==> src/rtl/ds3_alarm_pkg.sv <==
package ds3_alarm_pkg;
  localparam int REG_W  = 8;
  localparam int ADDR_W = 2;
  localparam logic [ADDR_W-1:0] ADDR_LIVE = 2'd0;
  localparam logic [ADDR_W-1:0] ADDR_IRQ  = 2'd1;
  localparam logic [ADDR_W-1:0] ADDR_IEN  = 2'd2;

  // Event strobes: packed order gives the interrupt-status bit layout (bit 7 first).
  typedef struct packed {
    logic cpErr;
    logic losChg;
    logic aisChg;
    logic idleChg;
    logic ferfChg;
    logic aicChg;
    logic oofChg;
    logic pErr;
  } evt_t;

  // Registered alarm levels.
  typedef struct packed {
    logic ais;
    logic los;
    logic idle;
    logic oof;
    logic ferf;
    logic aic;
  } live_t;
endpackage

==> src/rtl/ds3_alarm_ctrl.sv <==
module ds3_alarm_ctrl
  import ds3_alarm_pkg::*;
#(
  parameter int FERF_FRAMES = 3
) (
  input  logic       clk,
  input  logic       rstN,
  input  logic       frameStb,
  input  logic [1:0] xBits,
  input  logic       pErrStb,
  input  logic       cpErrStb,
  input  logic       losIn,
  input  logic       oofIn,
  input  logic       aisIn,
  input  logic       idleIn,
  input  logic       aicIn,
  output evt_t       evt,
  output live_t      live
);
  localparam int CNT_W = $clog2(FERF_FRAMES + 1);
  localparam logic [CNT_W-1:0] CNT_LAST = CNT_W'(FERF_FRAMES - 1);

  logic losQ, oofQ, aisQ, idleQ, aicQ;
  logic ferfQ;
  logic [CNT_W-1:0] runCnt;
  logic towardFlip, ferfFlip;

  // Level alarms: one register stage, which also serves as the edge reference.
  always_ff @(posedge clk) begin
    if (!rstN) begin
      losQ  <= 1'b0;
      oofQ  <= 1'b0;
      aisQ  <= 1'b0;
      idleQ <= 1'b0;
      aicQ  <= 1'b0;
    end else begin
      losQ  <= losIn;
      oofQ  <= oofIn;
      aisQ  <= aisIn;
      idleQ <= idleIn;
      aicQ  <= aicIn;
    end
  end

  // FERF filter: count consecutive frames whose X-bits point to the other state.
  always_comb begin
    towardFlip = frameStb && (ferfQ ? (xBits == 2'b11) : (xBits == 2'b00));
    ferfFlip   = towardFlip && (runCnt == CNT_LAST);
  end

  always_ff @(posedge clk) begin
    if (!rstN) begin
      ferfQ  <= 1'b0;
      runCnt <= '0;
    end else if (frameStb) begin
      if (ferfFlip) begin
        ferfQ  <= ~ferfQ;
        runCnt <= '0;
      end else if (towardFlip) begin
        runCnt <= runCnt + 1'b1;
      end else begin
        runCnt <= '0;
      end
    end
  end

  always_comb begin
    evt.cpErr   = cpErrStb;
    evt.losChg  = losIn  ^ losQ;
    evt.aisChg  = aisIn  ^ aisQ;
    evt.idleChg = idleIn ^ idleQ;
    evt.ferfChg = ferfFlip;
    evt.aicChg  = aicIn  ^ aicQ;
    evt.oofChg  = oofIn  ^ oofQ;
    evt.pErr    = pErrStb;
    live.ais    = aisQ;
    live.los    = losQ;
    live.idle   = idleQ;
    live.oof    = oofQ;
    live.ferf   = ferfQ;
    live.aic    = aicQ;
  end

  // the FERF flag moves only on an edge that had a frame strobe.
  a_r1_ferf_on_frame: assert property (@(posedge clk) disable iff (!rstN)
    (ferfQ != $past(ferfQ)) |-> $past(frameStb));

  // the run counter never reaches the threshold value.
  a_r2_cnt_range: assert property (@(posedge clk) disable iff (!rstN)
    runCnt < CNT_W'(FERF_FRAMES));
endmodule

==> src/rtl/ds3_alarm_dp.sv <==
module ds3_alarm_dp
  import ds3_alarm_pkg::*;
(
  input  logic              clk,
  input  logic              rstN,
  input  evt_t              evt,
  input  live_t             live,
  input  logic              autoFerfEn,
  input  logic [ADDR_W-1:0] regAddr,
  input  logic              regRdEn,
  input  logic              regWrEn,
  input  logic [REG_W-1:0]  regWrData,
  output logic [REG_W-1:0]  regRdData,
  output logic              irqN,
  output logic              txFerfReq
);
  logic [REG_W-1:0] irqStat, irqEn, liveWord, evtMasked, rdMux;
  logic rdClr;

  always_comb begin
    liveWord  = {live.ais, live.los, live.idle, live.oof, 1'b0,
                 live.ferf, live.aic, 1'b0};
    evtMasked = evt & irqEn;
    rdClr     = regRdEn && (regAddr == ADDR_IRQ);
    unique case (regAddr)
      ADDR_LIVE: rdMux = liveWord;
      ADDR_IRQ:  rdMux = irqStat;
      ADDR_IEN:  rdMux = irqEn;
      default:   rdMux = '0;
    endcase
  end

  always_ff @(posedge clk) begin
    if (!rstN) begin
      irqStat   <= '0;
      irqEn     <= '0;
      regRdData <= '0;
    end else begin
      irqStat <= (rdClr ? '0 : irqStat) | evtMasked;
      if (regWrEn && (regAddr == ADDR_IEN)) irqEn <= regWrData;
      if (regRdEn) regRdData <= rdMux;
    end
  end

  assign irqN      = ~|(irqStat & irqEn);
  assign txFerfReq = autoFerfEn & (live.los | live.oof | live.ais);

  // a bit is never newly set while its enable was clear.
  a_r6_enable_gate: assert property (@(posedge clk) disable iff (!rstN)
    1'b1 |-> ((irqStat & ~$past(irqStat) & ~$past(irqEn)) == '0));

  // set bits stay set unless a clearing read took place.
  a_r7_sticky: assert property (@(posedge clk) disable iff (!rstN)
    !$past(rdClr) |-> ((~irqStat & $past(irqStat)) == '0));

  // a low pin implies a pending status bit.
  a_r8_irq_pending: assert property (@(posedge clk) disable iff (!rstN)
    !irqN |-> (irqStat != '0));

  // no request while auto return is off.
  a_r3_tx_needs_enable: assert property (@(posedge clk) disable iff (!rstN)
    txFerfReq |-> autoFerfEn);
endmodule

==> src/rtl/ds3_alarm_irq.sv <==
module ds3_alarm_irq
  import ds3_alarm_pkg::*;
#(
  parameter int FERF_FRAMES = 3
) (
  input  logic       clk,
  input  logic       rstN,
  input  logic       frameStb,
  input  logic       xBitA,
  input  logic       xBitB,
  input  logic       pErrStb,
  input  logic       cpErrStb,
  input  logic       losIn,
  input  logic       oofIn,
  input  logic       aisIn,
  input  logic       idleIn,
  input  logic       aicIn,
  input  logic       autoFerfEn,
  input  logic [1:0] regAddr,
  input  logic       regRdEn,
  input  logic       regWrEn,
  input  logic [7:0] regWrData,
  output logic [7:0] regRdData,
  output logic       irqN,
  output logic       txFerfReq
);
  evt_t  evt;
  live_t live;

  ds3_alarm_ctrl #(.FERF_FRAMES(FERF_FRAMES)) u_ctrl (
    .clk(clk), .rstN(rstN), .frameStb(frameStb), .xBits({xBitA, xBitB}),
    .pErrStb(pErrStb), .cpErrStb(cpErrStb), .losIn(losIn), .oofIn(oofIn),
    .aisIn(aisIn), .idleIn(idleIn), .aicIn(aicIn), .evt(evt), .live(live)
  );

  ds3_alarm_dp u_dp (
    .clk(clk), .rstN(rstN), .evt(evt), .live(live), .autoFerfEn(autoFerfEn),
    .regAddr(regAddr), .regRdEn(regRdEn), .regWrEn(regWrEn),
    .regWrData(regWrData), .regRdData(regRdData), .irqN(irqN),
    .txFerfReq(txFerfReq)
  );
endmodule

==> config.mk <==
export PLATFORM = sky130hd
export DESIGN_NAME = ds3_alarm_irq
export DESIGN_NICKNAME = d
export VERILOG_FILES = /design/src/rtl/ds3_alarm_pkg.sv /design/src/rtl/ds3_alarm_ctrl.sv /design/src/rtl/ds3_alarm_dp.sv /design/src/rtl/ds3_alarm_irq.sv
export SDC_FILE = /design/constraint.sdc
export NUM_CORES = 1
export LEC_CHECK = 0
export BUFFER_PORTS_ARGS = -buffer_cell sky130_fd_sc_hd__buf_2
export CORE_ASPECT_RATIO = 2
export CORE_MARGIN = 4
export CORE_UTILIZATION = 45
export DETAILED_ROUTE_END_ITERATION = 10
export HOLD_SLACK_MARGIN = 0.02
export MAX_ROUTING_LAYER = met4
export PLACE_DENSITY_LB_ADDON = 0.25
export SYNTH_ARGS = -nofsm -noshare
export SYNTH_HDL_FRONTEND = slang
export SYNTH_SLANG_ARGS = --single-unit
==> constraint.sdc <==
create_clock -name clk -period 1.1 [get_ports clk]
set_input_delay 0.165 -clock clk [delete_from_list [all_inputs] [get_ports clk]]
set_output_delay 0.165 -clock clk [all_outputs]
set_load 0.005 [all_outputs]
Yosys cells after proc, flatten, opt, wreduce, memory -nomap -nowiden
Index checks and enable logic that the tools add are counted.
{"block": "totals", "register_bits": 32, "input_bits": 25}
{"block": "op_classes", "add_sub_neg": 1, "eq_ne": 4, "mux": 5, "bitwise_logic": 12, "reduce_logical": 9}
{"cell": "one-hot mux 8 bit (3 select lines)", "count": 1}
{"cell": "bitwise AND 8 bit", "count": 2}
{"cell": "two-way mux 8 bit", "count": 1}
{"cell": "bitwise OR 8 bit", "count": 1}
{"cell": "OR reduction 8 bit", "count": 1}
{"cell": "== test 2 bit (second input constant)", "count": 3}
{"cell": "bitwise XOR 1 bit", "count": 5}
{"cell": "logical AND 1 bit", "count": 4}
{"cell": "zero test 2 bit", "count": 2}
{"cell": "two-way mux 2 bit", "count": 2}
{"cell": "adder 2 x 1 -> 2 bit (second input constant)", "count": 1}
{"cell": "== test 2 x 1 -> 1 bit (second input constant)", "count": 1}
{"cell": "bitwise OR 1 bit", "count": 2}
{"cell": "AND reduction 2 bit", "count": 1}
{"cell": "bitwise AND 1 bit", "count": 1}
{"cell": "zero test 1 bit", "count": 1}
{"cell": "two-way mux 1 bit", "count": 1}
{"cell": "NOT 1 bit", "count": 1}

Longest topological paths before layout
{"block": "depth", "ltp_word": 6, "mapped_depth": 5}

By module
From an unflattened synthesis, not the netlist that was laid out.
{"block": "hier_totals", "cells_unflattened": 164, "hier_area_um2": 1511.4}
{"module": "ds3_alarm_dp", "instances": 1, "cells_per_inst": 119, "area_per_inst_um2": 1107.3, "seq_area_each_um2": 480.5}
{"module": "ds3_alarm_ctrl", "instances": 1, "cells_per_inst": 45, "area_per_inst_um2": 404.1, "seq_area_each_um2": 160.2}

Worst setup path before layout
OpenSTA, ideal clock, no wires.
{"block": "synth_path", "path_type": "reg-to-reg", "startpoint": "register u_ctrl.runCnt[0]", "endpoint": "register u_ctrl.runCnt[1]", "setup_time_ns": 0.101, "t_arrival_ns": 0.922, "setup_slack_ns": 0.077, "path_stages_with_launch": 4, "n_path_buf": 0, "period_less_slack_ns": 1.023, "cell_sequence": "dfxtp_1 inv_1 ha_1 o41ai_1"}
{"block": "synth_between", "elab_chain_cells": 3}
{"item": "start: declaration", "line_no": "ds3_alarm_ctrl.sv:25", "text": "logic [CNT_W-1:0] runCnt;"}
{"item": "start signal: assignment", "line_no": "ds3_alarm_ctrl.sv:60", "text": "runCnt <= runCnt + 1'b1;"}
{"item": "adder 2 x 1 -> 2 bit or == test 2 bit (tied branches)", "line_no": "ds3_alarm_ctrl.sv:60, ds3_alarm_ctrl.sv:48"}
{"item": "two-way mux 2 bit or logical AND 1 bit (tied branches)", "line_no": "ds3_alarm_ctrl.sv:59, ds3_alarm_ctrl.sv:48"}
{"item": "two-way mux 2 bit (*)", "line_no": "ds3_alarm_ctrl.sv:56", "text": "if (ferfFlip) begin"}
Mark *: on every way between the ends. The rest lies on a longest branch, timed or not.
A chain may end at the register's enable or synchronous reset.

Worst setup path in the final report
{"block": "layout_path", "startpoint": "register u_dp.irqEn[1]", "endpoint": "output port irqN"}
{"block": "layout_between", "elab_chain_cells": 3}
{"item": "start: declaration", "line_no": "ds3_alarm_dp.sv:17", "text": "logic [REG_W-1:0] irqStat, irqEn, liveWord, evtMasked, rdMux;"}
{"item": "start signal: assignment", "line_no": "ds3_alarm_dp.sv:40", "text": "if (regWrEn && (regAddr == ADDR_IEN)) irqEn <= regWrData;"}
{"item": "bitwise AND 8 bit", "line_no": "ds3_alarm_dp.sv:45", "text": "assign irqN = ~|(irqStat & irqEn);"}
{"item": "OR reduction 8 bit", "line_no": "ds3_alarm_dp.sv:45"}
{"item": "zero test 1 bit", "line_no": "ds3_alarm_dp.sv:45"}
{"item": "end: declaration", "line_no": "ds3_alarm_irq.sv:24", "text": "output logic irqN,"}
No other way between the ends.

==> flow_summary.toml <==
[cts]
cts_tree = "yes"
clock_sinks = 32
path_clk_slew_ns = 0.06
cts-buffers-inserted = 5
clkLatencyLatePin_ns = 0.29
cts-root-buf = "sky130_fd_sc_hd__clkbuf_8"
clock_tree.buffer_depth = 2
htree_num_levels = 2

[drt]
routed_wirelength_mm = 3.53
drtIter0Drc = 24
drc = 0
ant_nets = 0
drtPass1Iterations = 4
viasPerCell = 5.58
vias = 1283
post_drt_wl_per_cell_um = 15.3

[logic_synthesis]
synth_seq_cells = 32
syn_inst = 154
count_of_distinct_cell_types_in_the_synthesized_netlist = 35
yosysWarnings = 0
synth-edff-count = 0
syn_nets = 180
most_used_flip_flop_cell_after_synthesis = "sky130_fd_sc_hd__dfxtp_1"
syn_area_um2 = 1440
ys_seq_area_share_pct = 44.6
ys_async_sr_fraction_pct = 0
synthesized_area_per_cell_um2 = 9.34

[timing]
final.setup_skew_ns = 0.00736
setup_ws_ns = -0.147
hold_violations = 0
tightest_slew_ns = 0.345
rsz_0062_raised_after_global_routing = "yes"
setup_viol = 2
timing.max_slew.rel_slack_pct = 76.9
fin_crit_ns = 1.25
report.final.slew_viol_count = 0
min_period_over_period_pct = 113
timing.fmax_mhz = 802

[global_routing]
grt_start_max_net_pins = 17
grt_first_pass_wirelength_mm = 5.54
grt_pass1_vias = 1286
antenna_found_initial = 0
grt_util_all_layers_pct = 19.1
grt_overflow_total = 0

[placement]
placedInstanceArea_um2 = 1660
placed_cells = 218
gp_congestion = 0.801
dp_hpwl_mm = 2.64
pre_cts_slack_ns = -0.0218
port-buffer-count = 34

[outcome]
run_status = "complete, but fails checks"
failed_checks = "setup timing"

[pwr]
p_leak_nw = 0.770
power_mw = 2.45
vdd_ir_drop_max_v = 0.00105
power.density_cell_area_nw_per_um2 = 1330

[finish]
final_core_util_pct = 61.2
diodes = 0
final_cell_mix = "sky130_fd_sc_hd__buf_2, sky130_fd_sc_hd__dfxtp_1, sky130_fd_sc_hd__nand2_1, sky130_fd_sc_hd__buf_4, sky130_fd_sc_hd__dfxtp_2"
layout.cell_area.non_filler_um2 = 1840
drive_gt1_share_pct = 38.0
post_layout_nonfiller_instances = 230
fill_cells = 265
syn_to_final_growth_pct = 28.2
nets = 225
layout.cells.most_common = "sky130_fd_sc_hd__buf_2"

[floorplan]
initial_utilization_pct = 47.7
core_area_um2 = 3010
die-area_um2 = 4220
die_width_um = 48.0
die_h_um = 87.9
placementRows = 28
number_of_i_o_pins = 35

[critical_path]
critPathLaunchType = "flip-flop"
critPathRequiredTime_ns = 0.94
r2r_cells = 3
largest_fanout_of_any_net_on_the_critical_path = 2
timing.critical_path.arrival_ns = 1.08
path_class = "flip-flop to output port"
worstSetupEndpointType = "output port"

[min_path]
timing.hold.worst_path_depth = 2
hold_removal_path_class = "input port to flip-flop"

[flow_run]
drv_cap = 0
[repair_timing]
action	4_1_cts	5_1_grt
resized for setup	11	8
pin swaps	3	1
buffers inserted	4	0
setup endpoints to repair	4	4
gates cloned	0	0
hold buffers	0	0
[worst paths after layout]
kind                                          to        startpoint  slack, ns
worst max-delay path                        irqN     u_dp.irqEn[1]      -0.15
worst min-delay path                 u_ctrl.oofQ             oofIn       0.10
worst max register to register  u_ctrl.runCnt[0]      u_ctrl.ferfQ       0.07
worst min register to register  u_ctrl.runCnt[0]  u_ctrl.runCnt[0]       0.46
[flip-flops by register name, summed over array words and instances (netlist names)]
signal and flops:
u_ctrl.runCnt 2, u_dp.regRdData 8, u_dp.irqStat 8, u_ctrl.idleQ 1, u_ctrl.losQ 1, u_ctrl.aicQ 1, u_dp.irqEn 8, u_ctrl.oofQ 1
u_ctrl.ferfQ 1, u_ctrl.aisQ 1
[synth_stat cells (3+ instances only)]
master                      n  area, um^2
sky130_fd_sc_hd__nand3_1    9        45.0
sky130_fd_sc_hd__o21ai_0    8        40.0
sky130_fd_sc_hd__a21boi_1   8        60.1
sky130_fd_sc_hd__mux2i_1    6        60.1
sky130_fd_sc_hd__a31oi_1    5        31.3
sky130_fd_sc_hd__xor2_1     5        43.8
sky130_fd_sc_hd__nand2_1   17        63.8
sky130_fd_sc_hd__clkbuf_1   3        11.3
sky130_fd_sc_hd__or2_0      5        31.3
sky130_fd_sc_hd__and2_1     5        31.3
sky130_fd_sc_hd__a22oi_1   13        97.6
sky130_fd_sc_hd__nor2b_1    8        50.1
sky130_fd_sc_hd__dfxtp_1   32         641
[layout make-up]
cell class / instances / area (um^2) / area share, %
multi-input cells: 110 / 776 / 42.1
clock buffers: 6 / 82.6 / 4.48
clock inverters: 2 / 10.0 / 0.543
flip-flops and latches: 32 / 654 / 35.5
well taps: 30 / 37.5 / 2.04
inverters: 2 / 7.51 / 0.407
repair buffers: 48 / 275 / 14.9
[cells by family (layout without fill, tap and decap cells)]
family / after synthesis / after routing / synth area share [%]
mux: 6 / 6 / 4.18
flops: 32 / 32 / 44.6
xor+xnor: 5 / 5 / 3.05
simple gates: 55 / 55 / 21.8
compound gates: 43 / 43 / 20.8
buf+inv: 12 / 58 / 4.79
fa+ha+maj: 1 / 1 / 0.870
[metrics by stage]
step	hold WS, ns	TNS, ns
finish	0.102	-0.242
global route	0.0974	-0.353
CTS	0.0994	-0.257
detailed placement	0.398	-0.0273
global placement	0.394	0
floorplan	0.287	0
[critical path: stages (launching register included)]
cell and delay, ns:
sky130_fd_sc_hd__dfxtp_2 0.33, sky130_fd_sc_hd__a22oi_2 0.17, sky130_fd_sc_hd__and4_1 0.19, sky130_fd_sc_hd__buf_2 0.11
[per-layer routing]
metal | part of all wire, % | global-route usage, % | vias to the layer above | wire (um)
met5 | 0 | - | - | 0
met4 | 2.0 | 10.3 | 0 | 71
met3 | 4.9 | 4.94 | 8 | 173
met2 | 58 | 33.2 | 36 | 2030
met1 | 35 | 17.4 | 598 | 1250
li1 | - | - | 641 | -
[power breakdown]
| part | internal [mW] | switching (mW) | leakage, nW |
|---|---|---|---|
| sequential | 1.20 | 0.0303 | 0.266 |
| combinational | 0.138 | 0.139 | 0.453 |
| clock | 0.498 | 0.436 | 0.0510 |
| total | 1.84 | 0.606 | 0.770 |
Power figures use the tool's default switching activity.
